## src/rtl/cardslot_pkg.sv

```systemverilog
package cardslot_pkg;
  localparam int DATA_W   = 32;
  localparam int WP_BIT   = 0;
  localparam int CARD_BIT = 3;

  typedef struct packed {
    logic pickId;
    logic pickStat;
    logic pickDecode;
    logic ackCard;
  } slotStrobe_t;
endpackage

```

## src/rtl/cardSlotSync.sv

```systemverilog
module cardSlotSync #(
  parameter int WIDTH  = 2,
  parameter int STAGES = 2
) (
  input  logic             clk,
  input  logic             rstN,
  input  logic [WIDTH-1:0] asyncIn,
  output logic [WIDTH-1:0] syncOut
);
  logic [STAGES-1:0][WIDTH-1:0] pipe;

  always_ff @(posedge clk) begin
    if (!rstN) begin
      pipe <= '0;
    end else begin
      pipe[0] <= asyncIn;
      for (int i = 1; i < STAGES; i++) pipe[i] <= pipe[i-1];
    end
  end

  assign syncOut = pipe[STAGES-1];
endmodule

```

## src/rtl/cardSlotCtrl.sv

```systemverilog
module cardSlotCtrl
  import cardslot_pkg::*;
#(
  parameter int ADDR_W = 4
) (
  input  logic [ADDR_W-1:0] regAddr,
  input  logic              wrEn,
  input  logic              ackBit,
  output slotStrobe_t       strobes
);
  localparam logic [ADDR_W-1:0] ID_WORD     = ADDR_W'(0);
  localparam logic [ADDR_W-1:0] STAT_WORD   = ADDR_W'(2);
  localparam logic [ADDR_W-1:0] DECODE_WORD = ADDR_W'(3);

  always_comb begin
    strobes            = '0;
    strobes.pickId     = (regAddr == ID_WORD);
    strobes.pickStat   = (regAddr == STAT_WORD);
    strobes.pickDecode = (regAddr == DECODE_WORD);
    strobes.ackCard    = wrEn && (regAddr == STAT_WORD) && ackBit;
  end
endmodule

```

## src/rtl/cardSlotData.sv

```systemverilog
module cardSlotData
  import cardslot_pkg::*;
#(
  parameter logic [DATA_W-1:0] ID_VALUE     = 32'h4103_4003,
  parameter logic [DATA_W-1:0] DECODE_VALUE = 32'h0000_0011
) (
  input  logic              clk,
  input  logic              rstN,
  input  slotStrobe_t       strobes,
  input  logic              syncWp,
  input  logic              syncCard,
  output logic [DATA_W-1:0] rdData,
  output logic              cardFlag
);
  logic [DATA_W-1:0] statusWord;

  // A set request outranks a software acknowledge on the same edge.
  always_ff @(posedge clk) begin
    if (!rstN)                cardFlag <= 1'b0;
    else if (syncCard)        cardFlag <= 1'b1;
    else if (strobes.ackCard) cardFlag <= 1'b0;
  end

  always_comb begin
    statusWord           = '0;
    statusWord[WP_BIT]   = syncWp;
    statusWord[CARD_BIT] = cardFlag;
  end

  always_comb begin
    rdData = '0;
    if (strobes.pickId)     rdData = ID_VALUE;
    if (strobes.pickStat)   rdData = statusWord;
    if (strobes.pickDecode) rdData = DECODE_VALUE;
  end
endmodule

```

## src/rtl/cardSlotRegs.sv

```systemverilog
module cardSlotRegs
  import cardslot_pkg::*;
#(
  parameter int                ADDR_W       = 4,
  parameter int                SYNC_STAGES  = 2,
  parameter logic [DATA_W-1:0] ID_VALUE     = 32'h4103_4003,
  parameter logic [DATA_W-1:0] DECODE_VALUE = 32'h0000_0011
) (
  input  logic              clk,
  input  logic              rstN,
  input  logic [ADDR_W-1:0] regAddr,
  input  logic              wrEn,
  input  logic [DATA_W-1:0] wrData,
  output logic [DATA_W-1:0] rdData,
  input  logic              wpLevel,
  input  logic              cardInsert,
  output logic              irqOut
);
  slotStrobe_t strobes;
  logic [1:0]  syncPair;
  logic        syncWp;
  logic        syncCard;
  logic        cardFlag;
  logic        unusedBits;

  assign unusedBits = ^{wrData[DATA_W-1:CARD_BIT+1], wrData[CARD_BIT-1:0]};

  cardSlotSync #(.WIDTH(2), .STAGES(SYNC_STAGES)) uSync (
    .clk(clk), .rstN(rstN),
    .asyncIn({cardInsert, wpLevel}), .syncOut(syncPair)
  );
  assign syncWp   = syncPair[0];
  assign syncCard = syncPair[1];

  cardSlotCtrl #(.ADDR_W(ADDR_W)) uCtrl (
    .regAddr(regAddr), .wrEn(wrEn), .ackBit(wrData[CARD_BIT]), .strobes(strobes)
  );

  cardSlotData #(.ID_VALUE(ID_VALUE), .DECODE_VALUE(DECODE_VALUE)) uData (
    .clk(clk), .rstN(rstN), .strobes(strobes),
    .syncWp(syncWp), .syncCard(syncCard),
    .rdData(rdData), .cardFlag(cardFlag)
  );

  assign irqOut = cardFlag;
endmodule

```

## config.mk

```make
export PLATFORM = sky130hd
export DESIGN_NAME = cardSlotRegs
export DESIGN_NICKNAME = d
export VERILOG_FILES = /design/src/rtl/cardslot_pkg.sv /design/src/rtl/cardSlotSync.sv /design/src/rtl/cardSlotCtrl.sv /design/src/rtl/cardSlotData.sv /design/src/rtl/cardSlotRegs.sv
export SDC_FILE = /design/constraint.sdc
export NUM_CORES = 1
export LEC_CHECK = 0
export ABC_AREA = 1
export ABC_CLOCK_PERIOD_IN_PS = 800
export BUFFER_PORTS_ARGS = -buffer_cell sky130_fd_sc_hd__buf_2
export CAP_MARGIN = 10
export CORE_AREA = 2 2 46 48
export CTS_BUF_LIST = sky130_fd_sc_hd__clkbuf_8
export DETAILED_ROUTE_END_ITERATION = 12
export DIE_AREA = 0 0 48 50
export PLACE_DENSITY = 0.77
export SLEW_MARGIN = 20
export SYNTH_ARGS = -nofsm -noshare
export SYNTH_HDL_FRONTEND = slang
export SYNTH_SLANG_ARGS = --single-unit
```

## constraint.sdc

```tcl
create_clock -name clk -period 0.8 [get_ports clk]
set_input_delay 0.04 -clock clk [delete_from_list [all_inputs] [get_ports clk]]
set_output_delay 0.04 -clock clk [all_outputs]
set_load 0.03 [all_outputs]
```

==> impl_results.md, run 1 <==
- Outcome: finished, violations left
- Violated checks: setup timing
- TritonCTS clock tree: done
- DPL Wire Length: 450.2 um
- Flop pwr share: 0.271
- Vias: 327
- Max-cap violation count: 0
- Layout area overhead: 28.74%
- WHS: 0.06557 ns
- Min-Delay Path Class: input port to register
- Unique masters post-synth: 10
- Number of synthesized register bits: 5
- Die H: 50 um
- I/O pin count: 74
- Worst-path cell chain: and3_4 -> buf_6
- Pre-CTS setup slack: 0.01675 ns
- CP Launch Type: register
- Worst Setup Path Type: register to primary output
- Initial Util: 0.2243
- Worst Path Arrival: 0.84 ns
- N_diodes: 0
- Hold Crit Depth: 3
- Net switching power: 0.3343 mW
- Horizontal die dimension: 48 um
- Clk buf depth: 2
- DIE AREA: 2400 um2
- Reg2reg setup slack: 0.14 ns
- Vias in the first global route: 247
- Setup crit end kind: primary output
- DRC Markers: 0
- WL/cell: 5.925 um
- Design Area, Final: 549.3 um2
- CP Data Required Time: 0.76 ns
- Detail Route Antenna Nets: 0
- Worst Path Max Fanout: 2
- Number of port buffers: 19
- Largest net degree at the start of global routing: 7
- Core Box Area: 1902 um2
- RSZ-0062 raised after global routing: yes
- Logic pwr share: 0.277
- Mapped Cells: 60
- Gp weighted congestion: 0.5297
- First-pass GRT wire length: 828 um
- Crit share post-route: 1.097
- Final Setup Violations: 3
- Mapped Avg Cell Area: 7.111 um2
- Later-pin clock latency in the skew report: 0.22 ns
- Hold Fails Final Rpt: 0
- Setup TNS: -0.1500 ns
- Area after DPL: 429.2 um2
- Crit path max-delay cell type: dfxtp_2
- # rows: 16
- Nets: 122
- Share of layout cells above drive strength 1: 0.3625
- Initial DRC count: 3
- CP top delay family: flip-flops
- Min Tclk post-route: 0.8775 ns
- Sink Count: 5
- Seq/Total Area, Yosys: 0.2346
- Leakage: 0.3555 nW
- Skew final: 0.001811 ns
- Sw frac: 0.3392
- WHS Endpoint: uSync.pipe[1]
- Peak supply drop: 1.410 mV
- Clock share of power: 0.452
- Int Power: 0.6512 mW
- Slowest stage delay, CP: 0.32 ns
- Number of antenna violations at the first check in global routing: 0
- Clk root buf: clkbuf_8
- Most common cell after layout, fill and taps aside: conb_1
- GRT Total Usage: 0.05091
- Final Slew Violations: 0
- Pre-antenna DRT Iters: 2
- H-tree depth: 1
- Worst-path clk slew: 0.04 ns
- Fmax: 1140 MHz
- Worst Setup Slack, final: -0.07755 ns
- TritonCTS Buffers: 3
- Hold Crit Start: rstN
- Syn Std Cell Area: 426.7 um2
- FF-to-FF path depth: 3
- Most frequent cells in the layout: conb_1, inv_1, buf_2, nand2_1, buf_4
- Worst r2r src: uData.cardFlag
- Tot Pwr: 0.9854 mW
- Critical Path Source: uData.cardFlag
- GRT overflow: 0
- Worst r2r dst: uData.cardFlag
- Final WL: 634 um
- Power per cell area: 1794 nW/um2
- CP Buf/Inv Count: 1
- Via/cell ratio: 3.056
- Yosys Warn Count: 0
-- worst max-delay path by stage --
stage,slack (ns),cells past startpoint,end
6_report,-0.08,2,rdData[3]
3_5_place_dp,0.02,5,rdData[0]
4_1_cts,-0.08,2,rdData[3]
2_1_floorplan,0.05,1,rdData[3]
5_1_grt,-0.1,2,rdData[3]
3_3_place_gp,0.02,5,rdData[0]
-- cell families after synthesis --
logic type	count (synthesis)	share of synthesized area
other cells	1	0.008789
buf+inv	38	0.5807
compound gates	1	0.01172
simple gates	15	0.1642
flops	5	0.2346
-- cell usage after synthesis --
master,number,area (um2)
a21oi_1,1,5.000
and3_2,1,7.510
buf_4,28,210.2
conb_1,1,3.750
dfxtp_1,5,100.1
inv_1,10,37.54
nand2_1,7,26.28
nand3_1,4,20.02
nor2_1,1,3.750
nor2_2,2,12.51
-- flip-flops by register name, indices dropped and copies added, names as in the netlist --
signal / flops
uData.cardFlag: 1
uSync.pipe: 2
uSync.syncOut: 2
-- power groups by stage --
stage	registers (mW)	logic [mW]	clock network (mW)
global route	0.268	0.299	0.487
finish	0.267	0.273	0.445
global placement	0.271	0.241	0
CTS	0.267	0.262	0.466
detailed placement	0.271	0.242	0
floorplan	0.276	0.289	0
-- layout make-up --
cell class	count	area, um2
fill	219	1353
multi-input combinational	39	175.2
timing repair buffer	22	156.4
sequential	5	101.3
clock buffer	3	41.29
inverter	10	37.54
tap	27	33.78
clock inverter	1	3.754
-- per-stage QoR --
stage | cells | utilization
2_1_floorplan | 82 | -
3_3_place_gp | 100 | 0.2257
3_5_place_dp | 100 | 0.2257
4_1_cts | 107 | 0.2757
5_1_grt | 107 | 0.2888
6_report | 107 | 0.2888
-- repair_timing --
item                                    in CTS  in global routing
hold buffers                                 2                  0
buffers inserted                             1                  0
endpoints found under the hold margin        2                  0
gates resized for setup                      7                 14
endpoints found under the setup margin       2                 10
-- worst reg2reg max path, cell delays in order, from the launching register on --
cell and delay [ns]:
dfxtp_2 0.31, buf_4 0.13, nand2_1 0.06, a21oi_1 0.05
-- per-layer routing --
| layer | GRT usage | routed length (um) |
|---|---|---|
| met3 | 0.05495 | 122 |
| met1 | 0.03304 | 206 |
| met5 | 0 | 0 |
| met2 | 0.08889 | 305 |
| met4 | 0.01351 | 0 |
Power figures use the tool's default switching activity.
==> inputs of run 2 (changes only) <==
SKIP_LAST_GASP = 1   (was unset)
==> impl_results.md, run 2 (synthesized netlist as in run 1, its figures left out) <==
- Clk root buf: clkbuf_8
- Via/cell ratio: 3.075 (+0.61%)
- Die H: 50 um (unchanged)
- Worst Path Max Fanout: 2 (unchanged)
- Nets: 122 (unchanged)
- Clock share of power: 0.454 (+0.002)
- N_diodes: 0 (unchanged)
- FF+latch area: 101.3 um2 (unchanged)
- Worst Path Arrival: 0.84 ns (about the same)
- Initial Util: 0.2243 (unchanged)
- GRT overflow: 0 (unchanged)
- Multi-input logic area: 180.2 um2 (+2.9%)
- CP Launch Type: register
- Violated checks: setup timing
- Sink Count: 5 (unchanged)
- Max-cap violation count: 0 (unchanged)
- Worst-path clk slew: 0.04 ns (about the same)
- Share of layout cells above drive strength 1: 0.3750 (+0.01250)
- Leakage: 0.3557 nW (about the same)
- Skew final: 0.003728 ns (+0.001917 ns)
- Final WL: 649 um (+2.4%)
- Layout area overhead: 29.91%
- Number of antenna violations at the first check in global routing: 0 (unchanged)
- DPL Wire Length: 450.2 um (unchanged)
- CP Data Required Time: 0.76 ns (about the same)
- Hold Fails Final Rpt: 0 (unchanged)
- Worst r2r src: uData.cardFlag
- Fmax: 1136 MHz (-0.29%)
- Core Box Area: 1902 um2 (unchanged)
- Worst Setup Slack, final: -0.08012 ns (-0.002575 ns)
- Outcome: finished, violations left
- TritonCTS Buffers: 3 (unchanged)
- Critical Path Source: uData.cardFlag
- Detail Route Antenna Nets: 0 (unchanged)
- Power per cell area: 1790 nW/um2 (-0.20%)
- Final Setup Violations: 3 (unchanged)
- GRT Total Usage: 0.05230 (+0.001395)
- Hold Crit Start: rstN
- Non-filler cells, final: 107 (unchanged)
- FF-to-FF path depth: 3 (unchanged)
- Min-Delay Path Class: input port to register
- Min Tclk post-route: 0.8801 ns (+0.002575 ns)
- Most frequent cells in the layout: conb_1, inv_1, buf_2, nand2_1, buf_4
- Later-pin clock latency in the skew report: 0.22 ns (about the same)
- I/O pin count: 74 (unchanged)
- Logic pwr share: 0.276 (about the same)
- Crit share post-route: 1.100 (+0.003219)
- RSZ-0062 raised after global routing: yes
- Final Slew Violations: 0 (unchanged)
- Area after DPL: 429.2 um2 (unchanged)
- Largest net degree at the start of global routing: 7 (unchanged)
- Placed insts: 100 (unchanged)
- DRC Markers: 0 (unchanged)
- DIE AREA: 2400 um2 (unchanged)
- First-pass GRT wire length: 848 um (+2.4%)
- Horizontal die dimension: 48 um (unchanged)
- Fillers: 218 (-0.46%)
- Setup crit end kind: primary output
- Worst Setup Path Type: register to primary output
- Initial DRC count: 3 (unchanged)
- TritonCTS clock tree: done
- Vias in the first global route: 242 (-2.0%)
- Vias: 329 (+0.61%)
- Flop pwr share: 0.269 (-0.002)
- Net switching power: 0.3406 mW (+1.9%)
- Sw frac: 0.3432 (+0.004016)
- Gp weighted congestion: 0.5297 (unchanged)
- Tot Pwr: 0.9924 mW (+0.71%)
- Design Area, Final: 554.3 um2 (+0.91%)
- # rows: 16 (unchanged)
- Int Power: 0.6518 mW (about the same)
- Peak supply drop: 1.409 mV (about the same)
- Clk buf depth: 2 (unchanged)
- Hold Crit Depth: 3 (unchanged)
- Pre-antenna DRT Iters: 2 (unchanged)
- H-tree depth: 1 (unchanged)
- WL/cell: 6.065 um (+2.4%)
- Number of port buffers: 19 (unchanged)
- Most common cell after layout, fill and taps aside: conb_1
==> run 2: cell counts in the layout (fill, tap and decap cells not counted) <==
No cell type changed its count.
==> run 2: critical path: stages, from the launching register on <==
cell     delay, ns
dfxtp_2       0.32
and3_4        0.18
buf_6         0.12
==> run 2: timing repair <==
action                     4_1_cts  5_1_grt
setup endpoints to repair        2       10
setup buffers                    1        0
hold endpoints to repair         2        0
gates resized for setup          5       18
pin swaps                        0        0
hold buffers                     2        0
==> run 2: power groups by stage <==
| stage | logic, mW | clock network [mW] | registers (mW) |
|---|---|---|---|
| final | 0.274 | 0.451 | 0.267 |
| after floorplan | 0.289 | 0 | 0.276 |
| after global routing | 0.300 | 0.492 | 0.268 |
| after CTS | 0.259 | 0.466 | 0.267 |
| after detailed placement | 0.242 | 0 | 0.271 |
| after global placement | 0.241 | 0 | 0.271 |
==> run 2: metal layers <==
layer  vias up  GRT usage  part of all wire
met2        36    0.09111              0.49
met5         -          0                 0
met4         0    0.01351                 0
li1        164          -                 -
met3         0    0.05495              0.19
met1       129    0.03524              0.32
==> run 2: worst paths after layout <==
path	endpoint	slack, ns
min reg2reg	uSync.syncOut[0]	0.40
max	rdData[3]	-0.08
min	uSync.syncOut[1]	0.07
max reg2reg	uData.cardFlag	0.14
==> run 2: stage by stage <==
stage | hold slack, ns | setup TNS [ns] | setup slack (ns) | utilization
floorplan | 0.1335 | 0 | 0.05394 | -
global placement | 0.2226 | 0 | 0.02059 | 0.2257
detailed placement | 0.2247 | 0 | 0.01675 | 0.2257
CTS | 0.06063 | -0.2250 | -0.07968 | 0.2724
global route | 0.09030 | -0.3055 | -0.1020 | 0.2914
finish | 0.06545 | -0.1530 | -0.08012 | 0.2914
==> run 2: layout make-up <==
class                           count  area share
Clock buffer                        3     0.07449
Clock inverter                      1    0.006772
Timing Repair Buffer               22      0.2822
Sequential cell                     5      0.1828
Tap cell                           27     0.06095
Multi-Input combinational cell     39      0.3251
Inverter                           10     0.06772
==> inputs of run 3 (changes only) <==
GPL_TIMING_DRIVEN = 0   (was unset)
==> impl_results.md, run 3 (synthesized netlist as in run 1, its figures left out) <==
- Outcome: finished, violations left
- Violated checks: setup timing
- Routed length on met3: 126 um (+3.3%)
- Die H: 50 um (unchanged)
- DRC Markers: 0 (unchanged)
- CP Data Required Time: 0.76 ns (about the same)
- Share of layout cells above drive strength 1: 0.5234 (+0.1484)
- Worst Setup Path Type: register to primary output
- Leakage: 0.5018 nW (+41%)
- Clk buf depth: 2 (unchanged)
- Final Setup Violations: 7 (+4)
- Crit share post-route: 1.115 (+0.01494)
- Number of antenna violations at the first check in global routing: 0 (unchanged)
- GRT Total Usage: 0.06560 (+0.01330)
- TritonCTS Buffers: 3 (unchanged)
- RSZ-0062 raised after global routing: yes
- Tot Pwr: 1.081 mW (+8.9%)
- Worst Path Arrival: 0.85 ns (about the same)
- Clk root buf: clkbuf_8
- Peak supply drop: 0.8238 mV (-42%)
- CP Launch Type: register
- Layout Utilization: 0.3921 (+0.1007)
- Vias in the first global route: 308 (+27%)
- Initial Util: 0.2243 (unchanged)
- N_diodes: 0 (unchanged)
- Routed met2 length: 430 um (+36%)
- Area after DPL: 639.4 um2 (+49%)
- Skew final: 0.002593 ns (-0.001135 ns)
- Nets: 149 (+22%)
- Setup TNS: -0.2331 ns (-0.08013 ns)
- H-tree depth: 1 (unchanged)
- Fmax: 1121 MHz (-1.3%)
- Power per cell area: 1450 nW/um2 (-19%)
- Min-Delay Path Class: input port to register
- WL/cell: 6.522 um (+7.5%)
- Gp weighted congestion: 0.5804 (+9.6%)
- Largest net degree at the start of global routing: 7 (unchanged)
- GRT overflow: 0 (unchanged)
- WL met1: 317 um (+52%)
- Hold Fails Final Rpt: 0 (unchanged)
- Layout area overhead: 74.78%
- # rows: 16 (unchanged)
- Pre-antenna DRT Iters: 2 (unchanged)
- Uppermost layer routed: met3
- Worst Path Max Fanout: 3 (+1)
- Worst-path clk slew: 0.04 ns (about the same)
- Min Tclk post-route: 0.8921 ns (+0.01195 ns)
- DPL Wire Length: 635.7 um (+41%)
- Max-cap violation count: 0 (unchanged)
- Final WL: 874 um (+35%)
- Detail Route Antenna Nets: 0 (unchanged)
- Worst Setup Slack, final: -0.09207 ns (-0.01195 ns)
- Initial DRC count: 1 (-2)
- Via/cell ratio: 3.015 (-1.9%)
- Most frequent cells in the layout: buf_4, conb_1, buf_2, inv_1, nand2_1
- Number of port buffers: 19 (unchanged)
- TritonCTS clock tree: done
- Design Area, Final: 745.7 um2 (+35%)
- WHS: 0.06356 ns (-0.001893 ns)
- Setup crit end kind: primary output
- Core Box Area: 1902 um2 (unchanged)
- Vias: 404 (+23%)
- Post-CTS setup buffer count: 0 (-1)
- Final Slew Violations: 0 (unchanged)
- Most common cell after layout, fill and taps aside: buf_4
- Later-pin clock latency in the skew report: 0.22 ns (about the same)
- DIE AREA: 2400 um2 (unchanged)
- I/O pin count: 74 (unchanged)
- Sink Count: 5 (unchanged)
- Horizontal die dimension: 48 um (unchanged)
- First-pass GRT wire length: 1055 um (+24%)
-- run 3: changes by cell type in the layout (fill, tap and decap cells not counted), sizes merged --
cell / delta
buf: +27
-- run 3: what timing repair did --
item | in CTS | in global routing
gates resized for setup | 11 | 3
hold endpoints to repair | 2 | 0
hold buffers | 2 | 0
endpoints found under the setup margin | 7 | 8
-- run 3: layout make-up --
class	instances	area, um2
fillers	188	1156
flip-flops and latches	5	101.3
clock buffers	3	41.29
multi-input cells	39	175.2
clock inverters	1	3.754
inverters	10	37.54
plain buffers	28	210.2
well taps	27	33.78
repair buffers	21	142.6
-- run 3: final timing paths --
kind                       start                to  slack (ns)  cells after the start
hold reg to reg    uSync.pipe[1]  uSync.syncOut[1]        0.40                      2
hold / removal              rstN  uSync.syncOut[1]        0.06                      3
setup reg to reg  uData.cardFlag    uData.cardFlag        0.24                      2
setup / recovery  uData.cardFlag         rdData[3]       -0.09                      2
-- run 3: report_power, final --
part | leakage (nW) | switching [mW] | internal, mW
Combinational | 0.433 | 0.232 | 0.136
Clock | 0.0269 | 0.117 | 0.328
Sequential | 0.0417 | 0.00418 | 0.264
-- run 3: metal layers --
layer	up-vias	track usage
li1	219	-
met1	149	0.03091
met2	36	0.1378
met3	0	0.05495
met4	0	0.01351
met5	-	0
-- run 3: critical path: stages, from the launching register on --
cell	delay (ns)
dfxtp_2	0.33
and3_4	0.18
buf_6	0.12
-- run 3: through the flow --
stage                     instances  worst slack, ns
after CTS                       134         -0.09254
final                           134         -0.09207
after detailed placement        128         -0.06542
after global routing            134          -0.1166
after floorplan                  82          0.05394
after global placement          128         -0.03054
